===== src/rtl/psimd_reduce.sv =====
module psimd_reduce #(
  parameter int LANES  = 8,
  parameter int LANE_W = 8
) (
  input  logic [LANES*LANE_W-1:0] operand,
  input  logic [LANES-2:0]        split,
  input  logic [1:0]              op,
  output logic [LANES-1:0]        result
);
  localparam logic [1:0] OP_ALL = 2'b00;
  localparam logic [1:0] OP_ANY = 2'b01;
  localparam logic [1:0] OP_PAR = 2'b10;

  logic [LANES-1:0] lane_v, up, dn;
  logic [LANES:0]   brk;

  assign brk = {1'b1, split, 1'b1};

  function automatic logic merge(input logic a, input logic b, input logic [1:0] o);
    case (o)
      OP_ALL:  merge = a & b;
      OP_ANY:  merge = a | b;
      OP_PAR:  merge = a ^ b;
      default: merge = 1'b0;
    endcase
  endfunction

  for (genvar i = 0; i < LANES; i++) begin : g_lane
    logic [LANE_W-1:0] byt;
    assign byt = operand[i*LANE_W +: LANE_W];
    assign lane_v[i] = (op == OP_ALL) ? &byt :
                       (op == OP_ANY) ? |byt :
                       (op == OP_PAR) ? ^byt : 1'b0;

    if (i == 0) begin : g_up0
      assign up[i] = lane_v[i];
    end else begin : g_upn
      assign up[i] = brk[i] ? lane_v[i] : merge(up[i-1], lane_v[i], op);
    end

    if (i == LANES-1) begin : g_top
      assign dn[i]     = lane_v[i];
      assign result[i] = up[i];
    end else begin : g_mid
      assign dn[i]     = brk[i+1] ? lane_v[i] : merge(dn[i+1], lane_v[i], op);
      assign result[i] = brk[i+1] ? up[i] : merge(up[i], dn[i+1], op);
    end
  end
endmodule


===== config.mk =====
export PLATFORM = sky130hd
export DESIGN_NAME = psimd_reduce
export DESIGN_NICKNAME = d
export VERILOG_FILES = /design/src/rtl/psimd_reduce.sv
export SDC_FILE = /design/constraint.sdc
export NUM_CORES = 1
export LEC_CHECK = 0
export BUFFER_PORTS_ARGS = -buffer_cell sky130_fd_sc_hd__clkbuf_2
export CAP_MARGIN = 20
export CORE_ASPECT_RATIO = 1.1
export CORE_MARGIN = 3
export CORE_UTILIZATION = 40
export DETAILED_ROUTE_END_ITERATION = 6
export GPL_ROUTABILITY_DRIVEN = 0
export SYNTH_ARGS = -nofsm -noshare
export SYNTH_HDL_FRONTEND = slang
export SYNTH_SLANG_ARGS = --single-unit

===== constraint.sdc =====
create_clock -name vclk -period 13.6
set_input_delay 2.72 -clock vclk [all_inputs]
set_output_delay 2.72 -clock vclk [all_outputs]
set_load 0.01 [all_outputs]

## Word level (Yosys, flattened, before mapping)

Cells that the tools add are included.

- Register bits after elaboration: 0

- Equality and inequality tests: 2
- Muxes and demuxes: 63
- Bitwise operators: 57
- Reductions and logical operators: 25

Operator list:

| kind | count |
|---|---|
| AND reduction 8 bit | 8 |
| OR reduction 8 bit | 8 |
| parity 8 bit | 8 |
| case mux 1 bit (3 select lines) | 19 |
| 2-to-1 mux 1 bit | 44 |
| bitwise AND 1 bit | 19 |
| bitwise OR 1 bit | 19 |
| XOR 1 bit | 19 |
| equality test 2 x 1 -> 1 bit (second input constant) | 1 |
| equality test 2 bit (second input constant) | 1 |
| zero test 2 bit | 1 |

## Depth between registers and ports, before layout

- Depth after elaboration: 25
- Mapped depth: 39
- Mapped depth without buffers: 39

## Worst setup path before layout

No wires, ideal clock.

- Path type: input to output
- From: input operand[8]
- To: output result[6]
- Data arrival time: 8.864 ns
- Data required time: 10.880 ns
- Slack: 2.016 ns
- Stages on the path: 32
- Buffers on the path: 0
- Cell sequence: inv_1 ha_1 xnor2_1 xnor2_1 o22ai_1 inv_1 ha_1 or3b_2 a21oi_2 a21o_1 ha_1 a32oi_1 mux2i_1 ha_1 or2_2 a32oi_1 mux2i_1 ha_1 a22oi_1 mux2i_1 ha_1 a22oi_1 mux2i_1 ha_1 or2_2 a32o_1 nor2_1 a21oi_1 ha_1 a21o_1 o32ai_1 a31oi_1

- Cells in the longest elaborated chain, start to end: 25

RTL lines:

| what | RTL line | source |
|---|---|---|
| from (decl) | 5 | `input logic [LANES*LANE_W-1:0] operand,` |
| parity 8 bit | 33 | `(op == OP_PAR) ? ^byt : 1'b0;` |
| 2-to-1 mux 1 bit | 33 |  |
| 2-to-1 mux 1 bit | 32 | `(op == OP_ANY) ? \|byt :` |
| 2-to-1 mux 1 bit (*) | 31 | `assign lane_v[i] = (op == OP_ALL) ? &byt :` |
| XOR 1 bit (tied with other cells) | 23 | `OP_PAR: merge = a ^ b;` |
| case mux 1 bit (3 select lines) | 20 | `case (o)` |
| 2-to-1 mux 1 bit (*) | 38 | `assign up[i] = brk[i] ? lane_v[i] : merge(up[i-1], lane_v[i], op);` |
| XOR 1 bit (tied with other cells) | 23 |  |
| [9 not listed] | - |  |
| case mux 1 bit (3 select lines) (*) | 20 |  |
| 2-to-1 mux 1 bit (*) | 38 |  |
| XOR 1 bit (tied with other cells) | 23 |  |
| case mux 1 bit (3 select lines) (*) | 20 |  |
| 2-to-1 mux 1 bit (*) | 38 |  |
| XOR 1 bit (tied with other cells) | 23 |  |
| case mux 1 bit (3 select lines) | 20 |  |
| 2-to-1 mux 1 bit (*) | 46 | `assign result[i] = brk[i+1] ? up[i] : merge(up[i], dn[i+1], op);` |
| to (decl) | 8 | `output logic [LANES-1:0] result` |

Every way passes the cells marked *; elsewhere a longest branch is shown, timed or not.

## Worst setup path after layout

- From: input op[0]
- To: output result[6]

- Cells in the longest elaborated chain, start to end: 25

RTL lines:

| what | RTL line | source |
|---|---|---|
| from (decl) | 7 | `input logic [1:0] op,` |
| equality test 2 bit | - |  |
| 2-to-1 mux 1 bit | 33 |  |
| 2-to-1 mux 1 bit | 32 |  |
| 2-to-1 mux 1 bit | 31 |  |
| XOR 1 bit (tied with other cells) | 23 |  |
| case mux 1 bit (3 select lines) | 20 |  |
| 2-to-1 mux 1 bit | 38 |  |
| XOR 1 bit (tied with other cells) | 23 |  |
| [9 not listed] | - |  |
| case mux 1 bit (3 select lines) | 20 |  |
| 2-to-1 mux 1 bit | 38 |  |
| XOR 1 bit (tied with other cells) | 23 |  |
| case mux 1 bit (3 select lines) | 20 |  |
| 2-to-1 mux 1 bit | 38 |  |
| XOR 1 bit (tied with other cells) | 23 |  |
| case mux 1 bit (3 select lines) | 20 |  |
| 2-to-1 mux 1 bit (*) | 46 |  |

Marks and branches as above.

==> out/metrics.cfg <==
[synth]
synth_top_family_by_area=adder cells
synthXorXnorAreaFrac_pct=7.42
synth_compound_area_share_pct=19.2
synth_mux_area_share_pct=6.00
syn_area_sq_um=2830
synthAdderAreaFrac_pct=44.2
ys.warnings.count=0
synthSimpleGateAreaFrac_pct=9.93
netlist-cell-type-count=48
ys_seq_area_share_pct=0
netlist_instances=356
synth_nets=529
avgSynthCellArea_sq_um=7.96

[timing]
rsz0062_at_grt=no
period_minus_slack_ns=12.63
max_freq_ghz=0.0792
tns_ns=0
slew_headroom_pct=65.4
hold_violations=0
worstMarginPinSlew_ns=0.519
fin_crit_sh_pct=92.9
setup_slack_ns=0.966
finalMaxSlewViolations=0
setup_viol=0

[placed_design]
numPortBuffers=81
dp_slack_ns=1.02
dp_hpwl_um=5100

[setup_path]
required_ns=10.88
critPathMaxFanout=19
crit_path_end_kind=output pin
slowest_stage=or3b_2
cp.arrival_ns=9.91
critPathLaunchType=input port
worstSetupPathType=input port to output pin
cpPeakStageDelay_ns=0.45
cpMostUsedCell=ha_1

[floorplanning]
initial_core_util_pct=42.2
dieArea_sq_um=8130
die_h_um=94.3
fp-row-count=31
io-pin-count=81
core_area_sq_um=6710
die_x_um=86.3

[power_and_ir_drop]
cellLeakagePower_uw=0.00194
p_per_area_nw_per_um2=40.7
ir_drop_uv=17.2

[global_route]
grt_pass1_wl_um=9600
globalRouteOverflowTotal=0
grtUsageTotal_pct=13.5
antenna_found_initial=0
grt_max_degree=28
grt_pass1_vias=2247

[route]
final_antenna_net_count=0
wl_per_cell_um=11.5
post-route-drc-count=0
vias_per_cell=5.03
met2WireLength_um=2860
routed_wl_um=5850
dr_wl_met3_um=250
vias=2554
dr.pass1.iters=4
drt-met1-wl_um=2750
initialDrtViolationCount=79
top_layer=met3

[layout]
syn2layout_area_growth_pct=15.5
nFillCells=671
num_antenna_cells=0
drive_above_1_share_pct=23.7
finish.utilization_pct=48.8
finalNetCount=601
n_clock_buffer=0
seqCellArea_sq_um=0
seq_cells=0

[cts]
cts_resized=0
cts_hold_buf=0
post_cts_buffers=0

[worst_hold_path]
hold_path_class=input port to output pin

[run]
maxCapViolations=0

[outcome]
status=complete, no violations

-- cell type report --
class                      instances  area, sq um  area share [%]
inverter                          78          293            8.94
tap                               82          103            3.13
multi-input combinational        265         2460            75.1
timing repair buffer              83          420            12.8
-- critical path: cells and delay by family --
family / cells / cell delay [ns]
AOI/OAI and AO/OA: 14 / 2.56
adders and majority gates: 7 / 1.58
and+or+nand+nor: 7 / 1.49
buffers and inverters: 4 / 0.93
muxes: 4 / 0.62
-- layout by cell type, fill, tap and decap left out, drive strengths merged, types with 7 or more instances in the layout --
cell type	n
mux2i	8
nand2b	8
ha	100
a21oi	13
a221oi	7
mux2	8
inv	77
o21ai	10
xnor2	20
nor2	17
clkbuf	81
-- synth_stat cells (all sizes together) (3+ instances only) --
cell	instances	share of area (%)
ha	100	44
inv	77	10
xnor2	20	6.2
nor2	17	2.3
a21oi	13	2.7
o21ai	10	1.8
buf	9	2.4
mux2	8	3.2
mux2i	8	2.8
nand2b	8	1.8
a221oi	7	2.4
nand2	6	0.79
nand4	6	1.3
a211oi	5	1.3
a21o	5	1.3
a22oi	5	1.3
a311oi	5	1.5
a41oi	5	1.5
and3	4	0.88
clkbuf	4	0.53
o32a	4	1.4
xor2	4	1.2
or2	3	0.66
-- power by group --
part	total, uW	switching, uW	internal (uW)	leakage, uW
Clock	0	0	0	0
Combinational	133	71.0	62.1	0.00194
Sequential	0	0	0	0
Total	133	71.0	62.1	0.00194
-- kinds of logic (layout without fill, tap and decap cells) --
group | count (synthesis) | after routing
adders and majority gates | 100 | 100
xor gates and xnor gates | 24 | 24
and+or+nand+nor | 53 | 53
AOI/OAI and AO/OA | 72 | 72
muxes | 16 | 16
buffers and inverters | 91 | 161
-- final timing paths --
check | startpoint | endpoint | cells after the start
setup / recovery | op[0] | result[6] | 36
hold / removal | split[0] | result[0] | 3
-- stage by stage --
| step | cell area (sq um) | instances | hold WS, ns | power, uW |
|---|---|---|---|---|
| CTS | 3270 | 508 | 5.78 | 135 |
| detailed placement | 3270 | 508 | 5.77 | 134 |
| finish | 3270 | 508 | 5.77 | 133 |
| global route | 3270 | 508 | 5.80 | 154 |
| floorplan | 2830 | 356 | 5.52 | 98.4 |
| global placement | 3270 | 508 | 5.77 | 133 |
-- routing by layer --
| layer | global-route usage, % | vias up |
|---|---|---|
| met1 | 18.6 | 1149 |
| met4 | 0 | 0 |
| li1 | - | 1363 |
| met3 | 0.789 | 0 |
| met5 | 0 | - |
| met2 | 24.5 | 42 |
Note: power is estimated with default switching activity, not from simulation.
